$ cat src/rtl/hic_pkg.sv
package hic_pkg;
   localparam int REG_W       = 8;
   localparam int LINES_PER_B = 8;
   localparam int BLKS_PER_M  = 8;
   // register offsets from the window base
   localparam int OFS_ROOT    = 0;
   localparam int OFS_MST0    = 1;
   localparam int OFS_BSEL    = 5;
   localparam int OFS_PEND    = 6;
   localparam int OFS_CFG     = 7;
   localparam int OFS_LIVE    = 8;
   localparam int OFS_LAST    = 8;
   localparam int MAX_MASTERS = 4;
   // configuration write fields
   localparam int CFG_COMMIT  = 7;
   localparam int CFG_CLR     = 3;

   typedef struct packed {
      logic mask_rise;   // bit 2
      logic mask_fall;   // bit 1
      logic lvl_mode;    // bit 0
   } line_cfg_t;

   localparam line_cfg_t CFG_RESET = '{mask_rise: 1'b1, mask_fall: 1'b1, lvl_mode: 1'b0};
endpackage

$ cat src/rtl/hic_line_trig.sv
module hic_line_trig
   import hic_pkg::*;
(
   input  logic      clk,
   input  logic      rst_n,
   input  logic      lvl_in,
   input  logic      cfg_we,
   input  line_cfg_t cfg_new,
   input  logic      clr_req,
   output logic      pend,
   output line_cfg_t cfg_q
);
   logic prev_q;
   logic hit;

   always_comb begin
      if (cfg_q.lvl_mode)
         hit = (lvl_in & ~cfg_q.mask_rise) | (~lvl_in & ~cfg_q.mask_fall);
      else
         hit = (lvl_in & ~prev_q & ~cfg_q.mask_rise) |
               (~lvl_in & prev_q & ~cfg_q.mask_fall);
   end

   always_ff @(posedge clk or negedge rst_n) begin
      if (!rst_n) begin
         prev_q <= 1'b0;
         pend   <= 1'b0;
         cfg_q  <= CFG_RESET;
      end else begin
         prev_q <= lvl_in;
         if (cfg_we)
            cfg_q <= cfg_new;
         if (cfg_we && clr_req)
            pend <= 1'b0;
         else if (hit)
            pend <= 1'b1;
      end
   end

   // a committed clear leaves the flag low in the next cycle
   assert_clear_wins_R9: assert property (@(posedge clk) disable iff (!rst_n)
      (cfg_we && clr_req) |=> !pend);

   // a line with both masks set never becomes pending
   assert_masked_quiet_R7: assert property (@(posedge clk) disable iff (!rst_n)
      (cfg_q.mask_rise && cfg_q.mask_fall && !cfg_we && !pend) |=> !pend);
endmodule

$ cat src/rtl/hic_status_tree.sv
module hic_status_tree
   import hic_pkg::*;
#(
   parameter int NUM_BLKS    = 32,
   parameter int NUM_MASTERS = 4
) (
   input  logic [NUM_BLKS*LINES_PER_B-1:0]   pend,
   output logic [NUM_MASTERS-1:0][REG_W-1:0] mst_bits,
   output logic [REG_W-1:0]                  root
);
   logic [NUM_BLKS-1:0]    blk_any;
   logic [NUM_MASTERS-1:0] mst_any;

   for (genvar b = 0; b < NUM_BLKS; b++) begin : g_blk
      assign blk_any[b] = |pend[b*LINES_PER_B +: LINES_PER_B];
   end

   for (genvar m = 0; m < NUM_MASTERS; m++) begin : g_mst
      for (genvar j = 0; j < BLKS_PER_M; j++) begin : g_bit
         if (m*BLKS_PER_M + j < NUM_BLKS) begin : g_used
            assign mst_bits[m][j] = blk_any[m*BLKS_PER_M + j];
         end else begin : g_pad
            assign mst_bits[m][j] = 1'b0;
         end
      end
      assign mst_any[m] = |mst_bits[m];
   end

   always_comb begin
      root = '0;
      root[NUM_MASTERS:1] = mst_any;
   end
endmodule

$ cat src/rtl/hier_irq_ctrl.sv
module hier_irq_ctrl
   import hic_pkg::*;
#(
   parameter int NUM_LINES = 256,
   parameter int ADDR_W    = 8,
   parameter int BASE_ADDR = 'h40
) (
   input  logic                 clk,
   input  logic                 rst_n,
   input  logic [NUM_LINES-1:0] irq_lines,
   input  logic [ADDR_W-1:0]    reg_addr,
   input  logic                 reg_rd,
   input  logic                 reg_wr,
   input  logic [REG_W-1:0]     reg_wdata,
   output logic [REG_W-1:0]     reg_rdata,
   output logic                 irq_summary
);
   localparam int NUM_BLKS    = NUM_LINES / LINES_PER_B;
   localparam int NUM_MASTERS = (NUM_BLKS + BLKS_PER_M - 1) / BLKS_PER_M;
   localparam int BSEL_W      = (NUM_BLKS > 1) ? $clog2(NUM_BLKS) : 1;
   localparam int LINE_W      = BSEL_W + 3;
   localparam logic [ADDR_W-1:0] BASE_A = ADDR_W'(BASE_ADDR);
   localparam logic [ADDR_W-1:0] LAST_A = ADDR_W'(BASE_ADDR + OFS_LAST);

   if (NUM_LINES % LINES_PER_B != 0 || NUM_LINES < LINES_PER_B) begin : g_bad_lines
      $error("NUM_LINES must be a nonzero multiple of eight");
   end
   if (NUM_MASTERS > MAX_MASTERS) begin : g_bad_masters
      $error("at most four masters fit the register window");
   end
   if (BASE_ADDR + OFS_LAST >= (1 << ADDR_W)) begin : g_bad_base
      $error("register window does not fit the address width");
   end

   logic [BSEL_W-1:0]                  blk_sel;
   logic [NUM_LINES-1:0]               pend;
   logic [3*NUM_LINES-1:0]             cfg_flat;
   logic [NUM_MASTERS-1:0][REG_W-1:0]  mst_bits;
   logic [REG_W-1:0]                   root;
   logic                               in_win;
   logic [3:0]                         ofs;
   logic                               wr_cfg;
   logic [LINE_W-1:0]                  line_sel;
   logic [REG_W-1:0]                   rd_mux;

   assign in_win   = (reg_addr >= BASE_A) && (reg_addr <= LAST_A);
   assign ofs      = 4'(reg_addr - BASE_A);
   assign wr_cfg   = reg_wr && in_win && (ofs == 4'(OFS_CFG)) && reg_wdata[CFG_COMMIT];
   assign line_sel = {blk_sel, reg_wdata[6:4]};

   for (genvar n = 0; n < NUM_LINES; n++) begin : g_line
      hic_line_trig u_trig (
         .clk     (clk),
         .rst_n   (rst_n),
         .lvl_in  (irq_lines[n]),
         .cfg_we  (wr_cfg && (int'(line_sel) == n)),
         .cfg_new (line_cfg_t'(reg_wdata[2:0])),
         .clr_req (reg_wdata[CFG_CLR]),
         .pend    (pend[n]),
         .cfg_q   (cfg_flat[3*n +: 3])
      );
   end

   hic_status_tree #(
      .NUM_BLKS    (NUM_BLKS),
      .NUM_MASTERS (NUM_MASTERS)
   ) u_tree (
      .pend     (pend),
      .mst_bits (mst_bits),
      .root     (root)
   );

   assign irq_summary = |root;

   always_ff @(posedge clk or negedge rst_n) begin
      if (!rst_n)
         blk_sel <= '0;
      else if (reg_wr && in_win && ofs == 4'(OFS_BSEL))
         blk_sel <= reg_wdata[BSEL_W-1:0];
   end

   always_comb begin
      int unsigned base;
      base   = int'(blk_sel) * LINES_PER_B;
      rd_mux = '0;
      if (in_win) begin
         case (int'(ofs))
            OFS_ROOT: rd_mux = root;
            OFS_BSEL: rd_mux = REG_W'(blk_sel);
            OFS_PEND: if (base < NUM_LINES) rd_mux = pend[base +: LINES_PER_B];
            OFS_LIVE: if (base < NUM_LINES) rd_mux = irq_lines[base +: LINES_PER_B];
            default: begin
               for (int m = 0; m < NUM_MASTERS; m++)
                  if (int'(ofs) == OFS_MST0 + m) rd_mux = mst_bits[m];
            end
         endcase
      end
   end

   always_ff @(posedge clk or negedge rst_n) begin
      if (!rst_n)
         reg_rdata <= '0;
      else
         reg_rdata <= reg_rd ? rd_mux : '0;
   end

   // no read strobe means zero read data next cycle
   assert_rdata_idle_R10: assert property (@(posedge clk) disable iff (!rst_n)
      !reg_rd |=> (reg_rdata == '0));

   // summary output agrees with the per-line pending flags
   assert_summary_R2: assert property (@(posedge clk) disable iff (!rst_n)
      irq_summary == (|pend));

   // an uncommitted configuration write leaves configuration unchanged
   assert_cfg_ignored_R6: assert property (@(posedge clk) disable iff (!rst_n)
      (reg_wr && in_win && ofs == 4'(OFS_CFG) && !reg_wdata[CFG_COMMIT]) |=> $stable(cfg_flat));

   // block select only moves on a write to its own offset
   assert_bsel_hold_R4: assert property (@(posedge clk) disable iff (!rst_n)
      !(reg_wr && in_win && ofs == 4'(OFS_BSEL)) |=> $stable(blk_sel));
endmodule

$ cat config.mk
export PLATFORM = sky130hd
export DESIGN_NAME = hier_irq_ctrl
export DESIGN_NICKNAME = d
export VERILOG_FILES = /design/src/rtl/hic_pkg.sv /design/src/rtl/hic_line_trig.sv /design/src/rtl/hic_status_tree.sv /design/src/rtl/hier_irq_ctrl.sv
export SDC_FILE = /design/constraint.sdc
export NUM_CORES = 2
export LEC_CHECK = 0
export BUFFER_PORTS_ARGS = -buffer_cell sky130_fd_sc_hd__buf_2
export CORE_ASPECT_RATIO = 1.4
export CORE_MARGIN = 10
export CORE_UTILIZATION = 62
export DETAILED_ROUTE_END_ITERATION = 8
export PLACE_DENSITY = 0.88
export SYNTH_ARGS = -nofsm -noshare
export SYNTH_HDL_FRONTEND = slang
export SYNTH_SLANG_ARGS = --single-unit
$ cat constraint.sdc
create_clock -name clk -period 2.8 [get_ports clk]
set_input_delay 0.28 -clock clk [delete_from_list [all_inputs] [get_ports clk]]
set_output_delay 0.28 -clock clk [all_outputs]
set_load 0.02 [all_outputs]
# ---- Word level (Yosys, flattened, before mapping)
# Index checks and enable logic that the tools add are counted.
dict set report word_totals {
  out_inout_bits 9
  inputBits 276
  regBits 1293
}
dict set report classes {
  mux 777
  bitwise 3072
  shift 2
  eq_ne 263
  add_sub_neg 1
  order_cmp 3
  n_reduce_logical 812
}
# operator count
set op_table {}
lappend op_table {{1-bit bitwise AND} 1536}
lappend op_table {{8-bit equality test, second input constant} 128}
lappend op_table {{1-bit NOT} 1024}
lappend op_table {{1-bit two-way mux} 768}
lappend op_table {{1-bit logical AND} 517}
lappend op_table {{8-bit by 7-bit equality test with 1-bit output, second input constant} 64}
lappend op_table {{1-bit bitwise OR} 512}
lappend op_table {{2-bit nonzero test} 256}
lappend op_table {{256-bit by 9-bit indexed part select with 8-bit output} 2}
lappend op_table {{8-bit by 6-bit equality test with 1-bit output, second input constant} 32}
lappend op_table {{256-bit OR reduction} 1}
lappend op_table {{64-bit OR reduction} 4}
lappend op_table {{8-bit OR reduction} 32}
lappend op_table {{8-bit by 5-bit equality test with 1-bit output, second input constant} 16}
lappend op_table {{8-bit by 4-bit equality test with 1-bit output, second input constant} 8}
lappend op_table {{8-bit two-way mux} 8}
lappend op_table {{8-bit by 3-bit equality test with 1-bit output, second input constant} 4}
lappend op_table {{8-bit case mux with 4 select lines} 1}
lappend op_table {{4-bit by 3-bit equality test with 1-bit output, second input constant} 5}
lappend op_table {{8-bit by 2-bit equality test with 1-bit output, second input constant} 2}
lappend op_table {{8-bit by 9-bit less-than comparator with 1-bit output, second input constant} 1}
lappend op_table {{4-bit equality test, second input constant} 2}
lappend op_table {{8-bit by 1-bit equality test with 1-bit output, second input constant} 1}
lappend op_table {{8-bit by 7-bit greater-or-equal comparator with 1-bit output, second input constant} 1}
lappend op_table {{other kinds (5)} 5}

# ---- Depth between registers and ports, before layout
dict set report depth {
  ltp_word 9
  depth_mapped 11
  mapped_depth_nobuf 6
}

# ---- Modules after synthesis
# A second synthesis with hierarchy kept.
dict set report hier_totals {
  cells_unflattened 4490
  area_unflattened_um2 57732.9
}
# module seq_area_each_um2 cells_each n_inst area_each_um2
set by_module_without_submodules {}
lappend by_module_without_submodules {hic_line_trig 127.6 14 256 196.4}
lappend by_module_without_submodules {hier_irq_ctrl 325.3 785 1 6560.0}
lappend by_module_without_submodules {hic_status_tree 0.0 121 1 884.6}

# ---- Worst setup path before layout
# Ideal clock, no wire load.
dict set report synth_timing {
  path_type {reg-to-reg}
  from {register blk_sel[0]}
  to {register reg_rdata[1]}
  setup_slack_ps 417
  setup_time_ps 130
  required_time_ps 2670
  synth_period_minus_slack_ps 2383
  stages_incl_launch_ff 9
  t_arrival_ps 2253
  cell_sequence {dfrtp_1 buf_4 buf_4 buf_2 buf_2 mux4_2 mux4_2 a22oi_1 nand3_1}
}
dict set report synth_between {
  elab_chain_cells 5
  word_cells_on_any_way 8
}
# item line_no
set synth_rtl {}
lappend synth_rtl {{start: declaration} hier_irq_ctrl.sv:35} ;# logic [BSEL_W-1:0] blk_sel;
lappend synth_rtl {{start signal: assignment} hier_irq_ctrl.sv:79} ;# blk_sel <= reg_wdata[BSEL_W-1:0];
lappend synth_rtl {{256-bit by 9-bit indexed part select with 8-bit output, or another cell as far along} hier_irq_ctrl.sv:91} ;# OFS_LIVE: if (base < NUM_LINES) rd_mux = irq_lines[base +: LINES_PER_B];
lappend synth_rtl {{8-bit two-way mux, on equally long branches} {hier_irq_ctrl.sv:91, hier_irq_ctrl.sv:90}}
lappend synth_rtl {{8-bit case mux with 4 select lines *} hier_irq_ctrl.sv:87} ;# case (int'(ofs))
lappend synth_rtl {{8-bit two-way mux *} hier_irq_ctrl.sv:86} ;# if (in_win) begin
lappend synth_rtl {{8-bit two-way mux *} hier_irq_ctrl.sv:104} ;# reg_rdata <= reg_rd ? rd_mux : '0;
lappend synth_rtl {{end signal: assignment} hier_irq_ctrl.sv:104}
lappend synth_rtl {{end: declaration} hier_irq_ctrl.sv:15} ;# output logic [REG_W-1:0] reg_rdata,
# Mark *: on every way between the ends. The rest lies on a longest branch, timed or not.
# A chain may end at the register's enable or synchronous reset.

# ---- Worst setup path in the final report
dict set report layout_timing {
  from {register g_line[203].u_trig.pend}
  to {output irq_summary}
}
dict set report layout_between {
  elab_chain_cells 1
}
# item line_no
set layout_rtl {}
lappend layout_rtl {{start: declaration} hic_line_trig.sv:10} ;# output logic pend,
lappend layout_rtl {{start signal: assignment} hic_line_trig.sv:27} ;# pend <= 1'b0;
lappend layout_rtl {{start signal: assignment} hic_line_trig.sv:34} ;# pend <= 1'b0;
lappend layout_rtl {{start signal: assignment} hic_line_trig.sv:36} ;# pend <= 1'b1;
lappend layout_rtl {{256-bit OR reduction} hier_irq_ctrl.sv:73} ;# assign irq_summary = |root;
lappend layout_rtl {{end: declaration} hier_irq_ctrl.sv:16} ;# output logic irq_summary
# Every way passes these cells.

==> impl_metrics.csv <==
group,metric,value,unit
pwr,swShare,0.248,
worst_setup_path,worstSetupStartpointType,"flip-flop",
grt,grt_usage,0.410,
drt,viasPerCell,7.00,
floorplanning,fp-row-count,132,
floorplanning,start_util,0.623,
cts,cts_tree,"built",
synthesis,yosysMostFrequentCell,"dfrtp_1",
drt,wl_per_cell,33.6,microns
pwr,p_int,29.5,mW
grt,antenna_found_initial,40,
place,place_area,61600,sq um
timing,min_period,3.13,ns
place,place_congestion,1.02,
synthesis,synthCells,4596,
finish,final_area,69100,sq um
timing,final_max_slew_viol_count,0,
grt,grt_start_max_net_pins,135,
cts,clk_root_buffer_cell,"clkbuf_16",
hold_path,hold_path_class,"in -> reg",
synthesis,synth_area_leaders,"dfrtp_1, dfstp_2, mux2_2",
cts,worstSkewPairLatency,0.80,ns
finish,area_growth,20.1,%
floorplanning,dieArea,106000,sq um
status,status,"finished, violations left",
synthesis,synth_common_cells,"dfrtp_1, mux2_2, nor2_1",
synthesis,synth_nets,4872,
worst_setup_path,critPathMaxFanout,2,
drt,vias,46100,
floorplanning,io_pins,285,
timing,max_slew_margin,0.491,
pwr,leakage,27.9,nW
worst_setup_path,critPathRequiredTime,2.52,ns
cts,clkSinkCount,1293,
floorplanning,die_h,380,microns
pwr,p_per_area,569,nW/um^2
drt,wl,221000,microns
worst_setup_path,startpoint,"g_line[203].u_trig.pend",
synthesis,syn_area,57500,sq um
place,dpl_worst_slack,0.0591,ns
timing,timing.fmax,319,MHz
synthesis,yosysWarnings,0,
synthesis,synth_area_leader_cell,"dfrtp_1",
floorplanning,die_x,277,microns
synthesis,yosys_register_bits,1293,
floorplanning,core-area,92300,sq um
worst_setup_path,crit_arrival,2.85,ns
cts,clockBufferDepth,3,
synthesis,async_flop_share,1.00,
worst_setup_path,reg2reg_from,"blk_sel[1]",
timing,finalHoldViolCount,0,
pwr,p_switching,9.76,mW
timing,rsz0062_at_grt,"true",
cts,htreeDepth,3,
grt,grt_pass1_vias,48400,
place,io_buffers,284,
finish,layout.nets,5522,
cts,cts_buffers,116,
finish,fill_cells,5048,
pwr,peakVddDrop,0.000659,V
pwr,combPwrFrac,0.078,
timing,clock-skew-final,0.0413,ns
place,dp.final_hpwl,138000,microns
timing,tns,-0.340,ns
synthesis,ys_seq_area_frac,0.574,
run,cap_viol_max_count,0,
synthesis,syn_area_per_cell,12.5,sq um
pwr,seqPwrFrac,0.485,
synthesis,ys.flop_type,"dfrtp_1",
cts,path_clk_slew,0.07,ns
pwr,clkPwrFrac,0.437,
timing,worst_pin_slew,0.762,ns
drt,antenna_left,0,
hold_path,min_from,"reg_wdata[5]",
worst_setup_path,path_class,"reg -> out",
status,violations,"setup timing",
worst_setup_path,endpoint_kind,"output port",
synthesis,synth.distinct_cells,48,
synthesis,synth_enable_flop_cells,0,
timing,setup_viol,2,
grt,grt_pass1_wl,321000,microns
synthesis,synth_top_area_frac,0.340,
drt,dr.pass1.iters,9,
timing,fin_ws,-0.331,ns
timing,fin_crit_sh,1.12,
finish,drive_gt1_frac,0.408,
drt,drtIter0Drc,6360,
grt,grt_remaining_overflow,0,
drt,drc,0,
## worst max-delay path, cell delays in order (launching register included)
cell,delay [ns]
dfrtp_1,0.54
nor4_1,0.37
buf_4,0.19
nand4_1,0.09
nor4_2,0.19
buf_4,0.17
nand4_1,0.26
buf_4,0.27
## worst paths after layout
check / to / slack (ns) / cells past startpoint
max: irq_summary / -0.33 / 7
min: g_line[37].u_trig.pend / 0.03 / 3
max reg2reg: g_line[83].u_trig.cfg_q[0] / -0.01 / 6
min reg2reg: g_line[140].u_trig.cfg_q[0] / 0.51 / 1
max in group asynchronous: g_line[95].u_trig.pend / 1.56 / 3
min in group asynchronous: g_line[182].u_trig.cfg_q[0] / 0.07 / 2
## repair_timing
action,in CTS,in global routing
endpoints found under the setup margin,1,12
hold buffers,261,0
setup buffers,2,2
pin swaps,12,3
gates cloned,0,0
hold endpoints to repair,822,0
gates resized for setup,101,30
## registers in the layout, summed over array words and instances (netlist names)
register,flops
g_line.u_trig.cfg_q,768
g_line.u_trig.pend,256
g_line.u_trig.prev_q,256
reg_rdata,8
blk_sel,5
## cells in the final DEF, fill, tap and decap left out, types with 117 or more instances in the layout
cell | netlist | layout
nor2_1 | 582 | 581
a211oi_1 | 163 | 163
mux2i_1 | 170 | 168
nor3_1 | 175 | 174
inv_1 | 167 | 167
mux2_2 | 757 | 757
dlygate4sd3_1 | 0 | 261
a21oi_1 | 201 | 201
dfrtp_1 | 781 | 741
dfstp_2 | 512 | 512
buf_4 | 7 | 176
buf_2 | 42 | 279
nand2_1 | 157 | 156
clkbuf_16 | 0 | 117
## layout make-up
type / instances / area [sq um] / share of cell area
antenna: 29 / 72.6 / 0.00105
sequential: 1293 / 33100 / 0.479
timing repair buffer: 757 / 6120 / 0.0886
clock buffer: 172 / 3410 / 0.0494
clock inverter: 48 / 622 / 0.00900
tap: 1206 / 1510 / 0.0219
inverter: 167 / 627 / 0.00908
multi-input combinational: 2911 / 23600 / 0.342
## power groups by stage
| stage | clock, mW | sequential, mW | combinational (mW) |
|---|---|---|---|
| 2_1_floorplan | 0 | 19.3 | 1.01 |
| 3_3_place_gp | 0 | 19.3 | 2.47 |
| 3_5_place_dp | 0 | 19.4 | 2.50 |
| 4_1_cts | 16.9 | 19.0 | 2.85 |
| 5_1_grt | 17.8 | 19.1 | 3.15 |
| 6_report | 17.2 | 19.1 | 3.07 |
## cell families (layout without fill, tap and decap cells)
| kind of cell | after synthesis | after routing | share of synthesized area |
|---|---|---|---|
| AO/OA/AOI/OAI | 696 | 696 | 0.0819 |
| buffers and inverters | 392 | 1144 | 0.0270 |
| AND/OR/NAND/NOR | 1075 | 1075 | 0.0817 |
| other | 0 | 29 | 0 |
| multiplexers | 1046 | 1046 | 0.221 |
| XOR/XNOR | 94 | 94 | 0.0143 |
| flip-flops | 1293 | 1293 | 0.574 |
## layer usage
layer  GRT usage  up-vias  wire, microns
met5           0        -            163
met4       0.359       26          24500
met3       0.145     1468          27800
met2       0.621     3879          98800
met1       0.454    22900          70100
li1            -    17800              -
## metrics by stage
| step | hold slack [ns] | cells | power, mW | util |
|---|---|---|---|---|
| 5_1_grt | 0.0688 | 6576 | 40.0 | 0.748 |
| 3_3_place_gp | 0.254 | 6069 | 21.8 | 0.667 |
| 6_report | 0.0327 | 6583 | 39.3 | 0.748 |
| 4_1_cts | 0.0383 | 6552 | 38.8 | 0.746 |
| 3_5_place_dp | 0.249 | 6069 | 21.9 | 0.667 |
| 2_1_floorplan | -0.0156 | 4596 | 20.3 | - |
(Power assumes the default switching activity.)
